[config.mk]
export PLATFORM = sky130hd
export DESIGN_NAME = sc_alias_bank
export DESIGN_NICKNAME = d
export VERILOG_FILES = /design/src/rtl/sc_bank_pkg.sv /design/src/rtl/sc_win_decode.sv /design/src/rtl/sc_alias_decode.sv /design/src/rtl/sc_bit_reg.sv /design/src/rtl/sc_alias_bank.sv
export SDC_FILE = /design/constraint.sdc
export NUM_CORES = 1
export LEC_CHECK = 0
export ABC_AREA = 1
export BUFFER_PORTS_ARGS = -buffer_cell sky130_fd_sc_hd__buf_4
export CAP_MARGIN = 20
export CORE_UTILIZATION = 45
export CTS_CLUSTER_SIZE = 30
export DETAILED_ROUTE_END_ITERATION = 6
export GPL_ROUTABILITY_DRIVEN = 1
export PLACE_DENSITY_LB_ADDON = 0.05
export SLEW_MARGIN = 10
export SYNTH_ARGS = -nofsm -noshare
export SYNTH_HDL_FRONTEND = slang
export SYNTH_SLANG_ARGS = --single-unit
export TNS_END_PERCENT = 10
[constraint.sdc]
create_clock -name clk -period 2.05 [get_ports clk]
set_input_delay 0.3075 -clock clk [delete_from_list [all_inputs] [get_ports clk]]
set_output_delay 0.3075 -clock clk [all_outputs]
set_load 0.01 [all_outputs]
[src/rtl/sc_bank_pkg.sv]
package sc_bank_pkg;
  localparam int          DEF_AW     = 32;
  localparam int          DEF_DW     = 32;
  localparam int          DEF_NREGS  = 4;
  localparam int          DEF_WIN_LG = 14;
  localparam logic [31:0] DEF_BASE   = 32'hFFFE_4000;

  // Position of a word inside a three-word alias group.
  typedef enum logic [1:0] {
    SLOT_SET  = 2'd0,
    SLOT_CLR  = 2'd1,
    SLOT_RD   = 2'd2,
    SLOT_NONE = 2'd3
  } slot_e;

  function automatic int clog2_min1(input int v);
    int r;
    r = 0;
    while ((1 << r) < v) r++;
    return (r < 1) ? 1 : r;
  endfunction
endpackage

[src/rtl/sc_win_decode.sv]
module sc_win_decode #(
  parameter int              AW     = sc_bank_pkg::DEF_AW,
  parameter int              WIN_LG = sc_bank_pkg::DEF_WIN_LG,
  parameter logic [AW-1:0]   BASE   = AW'(sc_bank_pkg::DEF_BASE),
  localparam int             WW     = WIN_LG - 2
) (
  input  logic [AW-1:0] addr,
  output logic          hit,
  output logic [WW-1:0] word
);
  // The base is window aligned, so a tag compare on the upper bits suffices.
  localparam logic [AW-WIN_LG-1:0] TAG = BASE[AW-1:WIN_LG];

  logic unused_lane;
  assign unused_lane = ^addr[1:0];

  assign hit  = (addr[AW-1:WIN_LG] == TAG);
  assign word = addr[WIN_LG-1:2];
endmodule

[src/rtl/sc_alias_decode.sv]
module sc_alias_decode
  import sc_bank_pkg::*;
#(
  parameter int  WW     = DEF_WIN_LG - 2,
  parameter int  NREGS  = DEF_NREGS,
  localparam int IW     = clog2_min1(NREGS)
) (
  input  logic          hit,
  input  logic [WW-1:0] word,
  output slot_e         slot,
  output logic [IW-1:0] idx
);
  // Each register owns three consecutive words: set, clear, read.
  always_comb begin
    slot = SLOT_NONE;
    idx  = '0;
    if (hit) begin
      for (int i = 0; i < NREGS; i++) begin
        if (word == WW'(3 * i)) begin
          slot = SLOT_SET;
          idx  = IW'(i);
        end else if (word == WW'(3 * i + 1)) begin
          slot = SLOT_CLR;
          idx  = IW'(i);
        end else if (word == WW'(3 * i + 2)) begin
          slot = SLOT_RD;
          idx  = IW'(i);
        end
      end
    end
  end
endmodule

[src/rtl/sc_bit_reg.sv]
module sc_bit_reg #(
  parameter int DW = sc_bank_pkg::DEF_DW
) (
  input  logic          clk,
  input  logic          rst_n,
  input  logic          set_en,
  input  logic          clr_en,
  input  logic [DW-1:0] mask,
  output logic [DW-1:0] q
);
  logic [DW-1:0] nxt;

  // Clear wins over set on a shared bit.
  always_comb begin
    nxt = q;
    if (set_en) nxt = nxt | mask;
    if (clr_en) nxt = nxt & ~mask;
  end

  always_ff @(posedge clk) begin
    if (!rst_n) q <= '0;
    else        q <= nxt;
  end
endmodule

[src/rtl/sc_alias_bank.sv]
module sc_alias_bank
  import sc_bank_pkg::*;
#(
  parameter int            AW     = DEF_AW,
  parameter int            DW     = DEF_DW,
  parameter int            NREGS  = DEF_NREGS,
  parameter int            WIN_LG = DEF_WIN_LG,
  parameter logic [AW-1:0] BASE   = AW'(DEF_BASE),
  localparam int           WW     = WIN_LG - 2,
  localparam int           IW     = clog2_min1(NREGS)
) (
  input  logic                clk,
  input  logic                rst_n,
  input  logic [AW-1:0]       bus_addr,
  input  logic [DW-1:0]       bus_wdata,
  input  logic                bus_wr,
  input  logic                bus_rd,
  output logic [DW-1:0]       bus_rdata,
  output logic                win_sel,
  output logic [NREGS*DW-1:0] ctrl_out
);
  logic [WW-1:0] word;
  slot_e         slot;
  logic [IW-1:0] idx;
  logic [DW-1:0] q [NREGS];

  sc_win_decode #(.AW(AW), .WIN_LG(WIN_LG), .BASE(BASE)) win_i (
    .addr (bus_addr),
    .hit  (win_sel),
    .word (word)
  );

  sc_alias_decode #(.WW(WW), .NREGS(NREGS)) dec_i (
    .hit  (win_sel),
    .word (word),
    .slot (slot),
    .idx  (idx)
  );

  for (genvar g = 0; g < NREGS; g++) begin : g_reg
    logic mine;
    assign mine = (idx == IW'(g));

    sc_bit_reg #(.DW(DW)) reg_i (
      .clk    (clk),
      .rst_n  (rst_n),
      .set_en (bus_wr && mine && (slot == SLOT_SET)),
      .clr_en (bus_wr && mine && (slot == SLOT_CLR)),
      .mask   (bus_wdata),
      .q      (q[g])
    );

    assign ctrl_out[g*DW +: DW] = q[g];
  end

  always_comb begin
    bus_rdata = '0;
    if (bus_rd && (slot == SLOT_RD)) begin
      for (int i = 0; i < NREGS; i++) begin
        if (idx == IW'(i)) bus_rdata = q[i];
      end
    end
  end
endmodule

---- Word-level counts from Yosys, hierarchy flattened ----
Index checks and enable logic that the tools add are counted.
Widths: inputs -> output; s select.
word-level totals
  bits of input ports ..................... 68
  bits in registers ....................... 128
  word-level logic and storage cells ...... 82
operators by class
  bitwise gates (word level) .............. 9
  muxes and demuxes ....................... 36
  reductions and logical operators ........ 16
  equality and inequality tests ........... 17
operators by type and width
  kind                  count
  $mux 32               13
  $and 32x32->32        4
  $or 32x32->32         4
  $eq 12x3->1 const B   4
  $eq 12x4->1 const B   4
  $mux 2                21
  $not 32->32           1
  $eq 12x2->1 const B   2
  $eq 18x18->1 const B  1
  $logic_and 1x1->1     13
  $eq 12x1->1 const B   1
  $logic_not 12->1      1
  $eq 2x2->1 const B    3
  $eq 2x1->1 const B    2
  $logic_not 2->1       2
  $mux 1                2

---- Longest topological paths before layout ----
Gate-level depths: netlist of run 1.
  depth in word-level cells ............... 19
  mapped depth ............................ 15
  depth with buffers taken out ............ 14

---- By module ----
Synthesis of run 1 repeated with hierarchy kept, for this count alone.
second synthesis, totals
  cells, all modules ...................... 1,059
  area total of the unflattened synthesis .. 6,805.3 µm²
by module, submodules not included
  module           area each (µm²)  times used  cells an instance  sequential area each (µm²)
  sc_bit_reg       1,239.9          4           169                640.6
  sc_alias_bank    1,382.6          1           298                0.0
  sc_alias_decode  306.5            1           56                 0.0
  sc_win_decode    156.4            1           29                 0.0

---- Least setup slack after synthesis of run 1 ----
No wires, ideal clock.
  path type ............................... input -> output
  start ................................... input bus_addr[11]
  end ..................................... output bus_rdata[22]
  data arrival time ....................... 1.734 ns
  cell stages on the path ................. 12
  buffers on the path ..................... 1
  slack ................................... 0.009 ns
  path through ............................ nor2_4 > nand2_2 > nor2_2 > nand2_4 > nand3_1 > nor2_1 > nand3_2 > nand3_1 > nor2_2 > buf_2 > nand3_1 > nor2_1
on the way
  longest elaborated chain between the ends .. 17
  elaborated cells on any way between the ends .. 46
  those cells by class .................... eq/ne (15); mux (28); reduce/logical (3)
RTL lines
  what                                                 line                                          RTL
  from (decl)                                          sc_alias_bank.sv:14                           input logic [AW-1:0] bus_addr,
  $eq 12x3->1 / $eq 12x2->1 (equally long branches)    sc_alias_decode.sv:25                         end else if (word == WW'(3 * i + 2)) begin
  $mux 1                                               sc_alias_decode.sv:25
  $mux 2                                               sc_alias_decode.sv:22                         end else if (word == WW'(3 * i + 1)) begin
  $mux 2                                               sc_alias_decode.sv:19                         if (word == WW'(3 * i)) begin
  $mux 2                                               sc_alias_decode.sv:25
  $mux 2                                               sc_alias_decode.sv:22
  $mux 2                                               sc_alias_decode.sv:19
  $mux 2                                               sc_alias_decode.sv:25
  $mux 2                                               sc_alias_decode.sv:22
  $mux 2                                               sc_alias_decode.sv:19
  $mux 2, on equally long branches                     sc_alias_decode.sv:17, sc_alias_decode.sv:25
  $logic_not 2->1 / $mux 2 (equally long branches)     sc_alias_bank.sv:60, sc_alias_decode.sv:22
  $mux 32 / $mux 2 (equally long branches)             sc_alias_bank.sv:60, sc_alias_decode.sv:19
  $mux 32 / $mux 2 (equally long branches)             sc_alias_bank.sv:60, sc_alias_decode.sv:17
  $mux 32 / $eq 2x2->1 (equally long branches)         sc_alias_bank.sv:60, sc_alias_bank.sv:58
  $mux 32 / $logic_and 1x1->1 (equally long branches)  sc_alias_bank.sv:60, sc_alias_bank.sv:58
  $mux 32 (*)                                          sc_alias_bank.sv:58                           if (bus_rd && (slot == SLOT_RD)) begin
  to (decl)                                            sc_alias_bank.sv:18                           output logic [DW-1:0] bus_rdata,
Mark *: on every way between the ends. The rest lies on a longest branch, timed or not.

---- Final worst setup path of run 1 ----
  start ................................... input bus_addr[8]
  end ..................................... output bus_rdata[5]
Same word-level chain as after synthesis.

==> results of run 1 <==
## timing repair
action	4_1_cts	5_1_grt
endpoints found under the setup margin	32	32
pin swaps	1	6
cloned	1	3
setup buffers	0	5
resized for setup	30	12
## through the flow
stage	area (um2)	setup TNS [ps]	util	power, uW	setup slack, ps
2_1_floorplan	7130	0	-	2680	8.55
3_5_place_dp	9450	-25740	0.617	2840	-265
4_1_cts	10200	-7210	0.665	5790	-277
3_3_place_gp	9450	-22020	0.617	2840	-266
6_report	10300	-7630	0.674	5760	-286
5_1_grt	10300	-11630	0.674	5940	-402
## cells in the mapped netlist
cell type,number
nor2_2,8
buf_4,7
nor2_8,1
buf_1,3
nand4_4,1
nand2_2,7
nor3_1,3
or2_2,34
nand2_4,2
o211ai_4,1
buf_2,33
inv_1,38
nand4_2,1
or2_1,16
nand3_1,202
nand2_1,212
clkinv_1,1
nand3_4,1
a21oi_2,1
o21ai_1,18
buf_6,10
nand3b_4,1
dfxtp_1,128
inv_2,8
or2_0,9
a211oi_1,4
o21ai_0,14
nor2_1,98
clkbuf_1,35
a21oi_1,150
nor2_4,11
nand3_2,6
## logic make-up (layout without fill, tap and decap cells)
logic type / count (synthesis) / after routing / synth area share
and+or+nand+nor: 613 / 613 / 0.414
AOI/OAI and AO/OA: 188 / 188 / 0.136
buffers and inverters: 135 / 378 / 0.0910
DFF: 128 / 128 / 0.359
## worst min-delay path: cells and delay by family
kind | cells | cell delay [ps]
compound gates | 1 | 70
buf+inv | 1 | 120
simple gates | 1 | 70
## layer usage
layer  vias up  global-route usage  share of wire
met5         -                   0              0
met4         0               0.104          0.020
met3        33              0.0580          0.082
met2       387               0.485           0.47
met1      3805               0.395           0.43
li1       3978                   -              -
## power groups by stage
stage / Clock (uW) / Combinational (uW) / Sequential, uW
2_1_floorplan: 0 / 135 / 2540
3_3_place_gp: 0 / 297 / 2540
3_5_place_dp: 0 / 298 / 2540
4_1_cts: 3000 / 306 / 2490
5_1_grt: 3110 / 336 / 2490
6_report: 2960 / 311 / 2490
## area by class of cell
| type | instances | area, um2 | area share |
|---|---|---|---|
| Clock buffer | 21 | 460 | 0.0446 |
| Tap cell | 211 | 264 | 0.0256 |
| Multi-Input combinational cell | 801 | 4070 | 0.394 |
| Sequential cell | 128 | 2560 | 0.248 |
| Clock inverter | 10 | 111 | 0.0108 |
| Inverter | 47 | 176 | 0.0171 |
| Timing Repair Buffer | 300 | 2680 | 0.259 |
## path summary, 6_finish.rpt
check | startpoint | to | cells after the start | slack (ps)
max | bus_addr[8] | bus_rdata[5] | 13 | -290
min | bus_wdata[9] | flop | 3 | 180
max reg2reg | flop | flop | 4 | 1390
min reg2reg | flop | flop | 2 | 470
==> qor.yml, run 1 <==
outcome: "finished, violations left"
violations: "setup timing"
clk_pin_slew_ps: 50
worst-path-buf-inv: 4
crit_path_cell_trace: "buf_4 -> nor2_4 -> nand2_4 -> nor2_4 -> buf_4 -> a21oi_2 -> nand2_2 -> nand3_4 -> buf_12 -> or2_2 -> nand3_2 -> nor2_1 -> buf_4"
clockBufferDepth: 2
p_int_uw: 4450
cts_sinks: 128
netlist_area_mm2: 0.00713
clockPowerShare: 0.514
min_period_ps: 2340
drc: 0
antenna_found_initial: 0
max_slew_margin: 0.623
p_sw_uw: 1310
root_buffer: "clkbuf_16"
synthCells: 1064
finalCritPeriodShare: 1.14
synth_seq_cells: 128
dpl.cell_count: 1478
dieArea_mm2: 0.0164
fillers: 1403
cts_made_buffers: 17
layoutNonFillerInstCount: 1518
die_w_um: 128
worst_pin_slew_ps: 564
irDropWorstVdd_mv: 0.579
synth-seq-area-share: 0.359
drive_above_1_share: 0.331
num_rows: 45
hpwlAfterDp_mm: 16.4
tritoncts: "built"
start_kind: "input pin"
yosys.area.top_type: "dfxtp_1"
p_seq_frac: 0.432
rsz0062_at_grt: "true"
wl_mm: 24.9
max_stage_delay_ps: 290
layout_setup_ws_ps: -286
yosys-top-cells-area: "dfxtp_1 36%, nand3_1 14%, nand2_1 11%"
finalSetupViolCount: 32
swShare: 0.228
via_count: 8203
syn-num-nets: 1132
cp.arrival_ps: 2030
postRouteAntennaNets: 0
final_common_cell: "buf_4"
synth.distinct_cells: 32
clkLatencyLatePin_ps: 420
cp_slowest_cell: "or2_2"
portBuffers: 226
gp_congestion: 0.865
yosysTopAreaCellShare: 0.359
grt_overflow_total: 0
initial_utilization: 0.466
core_mm2: 0.0153
finalHoldViolCount: 0
first_pass_iters: 5
area.growth.synth_to_final_pct: 44.7
cellPowerDensity_mw_per_mm2: 559
critPathRequiredTime_ps: 1740
combPwrFrac: 0.054
max_freq_mhz: 428
max_cap_violations: 0
p_leak_uw: 0.00426
hold_class: "input pin to flop"
end_kind: "primary output"
routed_via_density: 5.40
drt_iter0_drc: 704
grt_usage: 0.299
io_pins: 229
wl_per_cell_um: 16.4
insertedDiodeCount: 0
first_global_vias: 7258
ctsHtreeMaxLevel: 4
layout.nets: 1363
yosysWarnings: 0
cp_common_cell: "buf_4"
hold_slack_ps: 180
final_cell_mix: "263 x buf_4, 212 x nand2_1, 193 x nand3_1"
skew_ps: 0
crit_family: "simple AND/OR/NAND/NOR gates"
worstSetupPathType: "input pin to primary output"
critical_path.max_fanout: 12
grt_max_degree: 49
syn-mean-instance-area_um2: 6.70
die-height_um: 128
slew_viol_final: 0
hold_buffers: 0
grt_first_pass_wirelength_mm: 38.1
(Power assumes the default switching activity.)
==> inputs of run 2 (changes only) <==
Settings changed: TNS_END_PERCENT 10 to 5.
==> qor.yml, run 2 (synthesized netlist as in run 1, its figures left out) <==
critical_path.max_fanout: 23  # +11
finalCritPeriodShare: 1.11  # -0.0292
clk_pin_slew_ps: 50  # about the same
slew_viol_final: 0  # unchanged
cp_slowest_cell: "or2_2"
drive_above_1_share: 0.320  # -0.0100
grt_max_degree: 49  # unchanged
tritoncts: "built"
post_dp_cell_area_mm2: 0.00945  # unchanged
first_global_vias: 7251  # -0.096%
postRouteAntennaNets: 0  # unchanged
insertedDiodeCount: 0  # unchanged
initial_utilization: 0.466  # unchanged
first_pass_iters: 5  # unchanged
die_w_um: 128  # unchanged
cellPowerDensity_mw_per_mm2: 569  # +1.8%
root_buffer: "clkbuf_16"
core_mm2: 0.0153  # unchanged
regArea_mm2: 0.00256  # unchanged
area.growth.synth_to_final_pct: 42.0
final_cell_mix: "259 x buf_4, 212 x nand2_1, 199 x nand3_1"
wl_per_cell_um: 15.8  # -3.6%
max_cap_violations: 0  # unchanged
rsz0062_at_grt: "true"
end_kind: "primary output"
hold_depth: 3  # unchanged
worst-path-buf-inv: 3  # -1
holdCritStartpoint: "bus_wdata[9]"
start_kind: "input pin"
drc: 0  # unchanged
hpwlAfterDp_mm: 16.4  # unchanged
grt_overflow_total: 0  # unchanged
multiInputGateArea_mm2: 0.00402  # -1.1%
layout.nets: 1354  # -0.66%
ctsHtreeMaxLevel: 4  # unchanged
finalSetupViolCount: 32  # unchanged
critPathRequiredTime_ps: 1740  # about the same
grt_usage: 0.295  # -0.00377
die-height_um: 128  # unchanged
io_pins: 229  # unchanged
min_period_ps: 2280  # -59.8 ps
final_common_cell: "buf_4"
ff2ff_path_depth: 4  # unchanged
drt_iter0_drc: 628  # -11%
stdcell_area_mm2: 0.0101  # -1.8%
cts_made_buffers: 17  # unchanged
cp.arrival_ps: 1970  # -60 ps
layout_setup_ws_ps: -226  # +59.8 ps
r2r_slack_ps: 1380  # about the same
irDropWorstVdd_mv: 0.570  # -1.6%
postCtsSetupBuffers: 0  # unchanged
max_slew_margin: 0.632  # +0.00807
clockBufferDepth: 2  # unchanged
wl_mm: 23.8  # -4.2%
p_leak_uw: 0.00418  # -1.9%
gp_congestion: 0.865  # unchanged
routed_via_density: 5.36  # -0.81%
grt_first_pass_wirelength_mm: 37.7  # -0.98%
violations: "setup timing"
crit_start: "bus_addr[7]"
dieArea_mm2: 0.0164  # unchanged
portBuffers: 226  # unchanged
crit_path_cell_trace: "buf_4 -> nor2_4 -> nand2_4 -> nor2_4 -> o211ai_4 -> nand2_2 -> nand3_2 -> buf_12 -> or2_2 -> nand3_1 -> nor2_1 -> buf_4"
num_rows: 45  # unchanged
hold_class: "input pin to flop"
crit_family: "simple AND/OR/NAND/NOR gates"
max_stage_delay_ps: 270  # -20 ps
skew_ps: 0  # unchanged
worst_pin_slew_ps: 552  # -12.1 ps
cts_sinks: 128  # unchanged
clkLatencyLatePin_ps: 420  # about the same
via_count: 8088  # -1.4%
dpl.cell_count: 1478  # unchanged
outcome: "finished, violations left"
layoutNonFillerInstCount: 1509  # -0.59%
antenna_found_initial: 0  # unchanged
max_freq_mhz: 439  # +2.6%
worstSetupPathType: "input pin to primary output"
fillers: 1420  # +1.2%
finalHoldViolCount: 0  # unchanged
run 2: metal layers:
| layer | track usage | share of wire | wire length [um] | vias to the layer above |
|---|---|---|---|---|
| met4 | 0.107 | 0.023 | 544 | 0 |
| met3 | 0.0580 | 0.078 | 1870 | 35 |
| met2 | 0.480 | 0.46 | 11100 | 377 |
| li1 | - | - | - | 3962 |
| met5 | 0 | 0 | 0 | - |
| met1 | 0.387 | 0.43 | 10300 | 3714 |
run 2: timing repair:
item / 4_1_cts / 5_1_grt
pin swaps: 1 / 0
resized for setup: 16 / 13
endpoints found under the setup margin: 32 / 32
hold buffers: 0 / 0
run 2: worst max path at each step:
stage | to | slack, ps | cells after the start
6_report | bus_rdata[3] | -230 | 12
5_1_grt | bus_rdata[8] | -350 | 12
4_1_cts | bus_rdata[21] | -220 | 14
3_5_place_dp | bus_rdata[3] | -270 | 14
3_3_place_gp | bus_rdata[1] | -270 | 11
2_1_floorplan | bus_rdata[22] | 9 | 12
run 2: report_power, final:
| group | internal, uW | switching [uW] |
|---|---|---|
| combinational | 124 | 185 |
| clock | 1840 | 1130 |
| sequential | 2490 | 0.00000000961 |
run 2: metrics by stage:
step	hold WS [ps]	setup TNS, ps	worst slack [ps]	util	total power, uW
after floorplan	452	0	8.55	-	2680
after global placement	460	-22020	-266	0.617	2840
after detailed placement	466	-25740	-265	0.617	2840
after CTS	167	-6020	-223	0.659	5790
after global routing	180	-9460	-349	0.661	5930
final	178	-5420	-226	0.661	5760
run 2: cell type report:
class / count / area share
Timing Repair Buffer: 291 / 0.250
Inverter: 47 / 0.0174
Clock inverter: 10 / 0.0110
Multi-Input combinational cell: 801 / 0.397
Clock buffer: 21 / 0.0455
Tap cell: 211 / 0.0261
Sequential cell: 128 / 0.253
run 2: worst register-to-register path, cell delays in order, from the launching register on:
cell,delay [ps]
dfxtp_1,380
inv_1,70
nand2_1,60
inv_1,30
nor2_1,70
==> inputs of run 3 (changes only) <==
Settings changed: RECOVER_POWER set to 25, SETUP_SLACK_MARGIN set to 0.05.
==> qor.yml, run 3 (synthesized netlist as in run 1, its figures left out) <==
final_common_cell: "nand2_1"
crit_family: "simple AND/OR/NAND/NOR gates"
wl_per_cell_um: 16.0  # +1.3%
tritoncts: "built"
core_mm2: 0.0153  # unchanged
cp_slowest_cell: "nor2_4"
layout.nets: 1371  # +1.3%
finalSetupViolCount: 32  # unchanged
root_buffer: "clkbuf_16"
drc: 0  # unchanged
crit_path_cell_trace: "buf_4 -> nor2_4 -> nand2_4 -> buf_6 -> nor2_2 -> nand2_1 -> nand2_1 -> nor2_1 -> nand3_2 -> nand3_2 -> nor2_4 -> buf_12 -> buf_12 -> nand3_1 -> nor2_1 -> buf_4"
clockBufferDepth: 2  # unchanged
first_pass_iters: 6  # +1
outcome: "finished, violations left"
gp_congestion: 0.797  # -7.9%
p_int_uw: 4650  # +4.4%
io_pins: 229  # unchanged
slew_viol_final: 0  # unchanged
layout_setup_ws_ps: -228  # -2.49 ps
finalCritPeriodShare: 1.11  # +0.00121
grt_max_degree: 41  # -16%
clkLatencyLatePin_ps: 420  # about the same
drive_above_1_share: 0.288  # -0.0325
layoutNonFillerInstCount: 1527  # +1.2%
rsz0062_at_grt: "true"
dieArea_mm2: 0.0164  # unchanged
max_stage_delay_ps: 150  # -120 ps
hpwlAfterDp_mm: 16.7  # +1.4%
cp.arrival_ps: 1970  # about the same
p_sw_uw: 1350  # +3.2%
hold_class: "input pin to flop"
ctsHtreeMaxLevel: 4  # unchanged
hold_buffers: 0  # unchanged
combPwrFrac: 0.051  # -0.003
clockPowerShare: 0.534  # +0.019
cellPowerDensity_mw_per_mm2: 591  # +3.9%
cts_sinks: 128  # unchanged
drt_iter0_drc: 726  # +16%
initial_utilization: 0.466  # unchanged
insertedDiodeCount: 0  # unchanged
worstSetupPathType: "input pin to primary output"
via_count: 8136  # +0.59%
routed_via_density: 5.33  # -0.59%
dpl.cell_count: 1488  # +0.68%
cts_made_buffers: 17  # unchanged
end_kind: "primary output"
final_cell_mix: "211 x nand2_1, 206 x buf_4, 200 x nand3_1"
portBuffers: 226  # unchanged
wl_mm: 24.4  # +2.5%
die-height_um: 128  # unchanged
critPathRequiredTime_ps: 1740  # about the same
grt_first_pass_wirelength_mm: 37.9  # +0.37%
clk_pin_slew_ps: 50  # about the same
max_cap_violations: 0  # unchanged
antenna_found_initial: 0  # unchanged
finalHoldViolCount: 0  # unchanged
p_seq_frac: 0.415  # -0.017
area.growth.synth_to_final_pct: 42.3
final.setup.tns_ps: -6370  # -958 ps
p_leak_uw: 0.00401  # -3.9%
irDropWorstVdd_mv: 0.609  # +6.9%
max_freq_mhz: 439  # -0.11%
max_slew_margin: 0.686  # +0.0544
worst_pin_slew_ps: 471  # -80.8 ps
worst-path-buf-inv: 5  # +2
grt_usage: 0.296  # +0.000755
first_global_vias: 7308  # +0.79%
critical_path.max_fanout: 7  # -70%
power.total_uw: 6000  # +4.2%
min_period_ps: 2280  # +2.49 ps
num_rows: 45  # unchanged
grt_overflow_total: 0  # unchanged
postRouteAntennaNets: 0  # unchanged
swShare: 0.225  # -0.00204
die_w_um: 128  # unchanged
violations: "setup timing"
start_kind: "input pin"
skew_ps: 0  # unchanged
run 3: routing by layer:
layer	global-route usage	part of all wire	vias up
li1	-	-	3986
met1	0.390	0.43	3743
met2	0.483	0.48	370
met3	0.0655	0.076	37
met4	0.0865	0.016	0
met5	0	0	-
run 3: path summary, 6_finish.rpt:
check | from | to | slack (ps) | depth (start not counted)
worst max-delay path | bus_addr[10] | bus_rdata[17] | -230 | 16
worst min-delay path | bus_wdata[8] | flop | 180 | 3
worst max register to register | flop | flop | 1370 | 2
worst min register to register | flop | flop | 470 | 2
run 3: what timing repair did:
| action | 4_1_cts | 5_1_grt |
|---|---|---|
| hold endpoints to repair | 0 | 0 |
| endpoints found under the setup margin | 32 | 52 |
| gates cloned | 1 | 1 |
| pin swaps | 3 | 10 |
| setup buffers | 1 | 4 |
| gates resized for setup | 22 | 17 |
run 3: metrics by stage:
step	worst slack, ps	instance area [um2]	util	hold WS (ps)
floorplan	10.9	7150	-	452
global placement	-273	9510	0.621	462
detailed placement	-290	9510	0.621	465
CTS	-266	10300	0.670	163
global route	-381	10200	0.663	175
finish	-228	10200	0.663	175
run 3: power groups by stage:
stage / Sequential, uW / Clock, uW / Combinational (uW)
finish: 2490 / 3200 / 309
floorplan: 2540 / 0 / 135
global route: 2490 / 3360 / 335
detailed placement: 2540 / 0 / 299
CTS: 2490 / 3230 / 304
global placement: 2540 / 0 / 296
run 3: worst reg2reg max path: stages (launching register included):
cell,delay (ps)
dfxtp_1,380
nand2_1,70
a21oi_1,150
run 3: area by class of cell:
cell class	instances	area, um2
fill	1480	5160
inverter	47	176
clock buffer	19	433
sequential	128	2560
clock inverter	13	186
timing repair buffer	308	2480
tap	211	264
multi-input combinational	801	4050
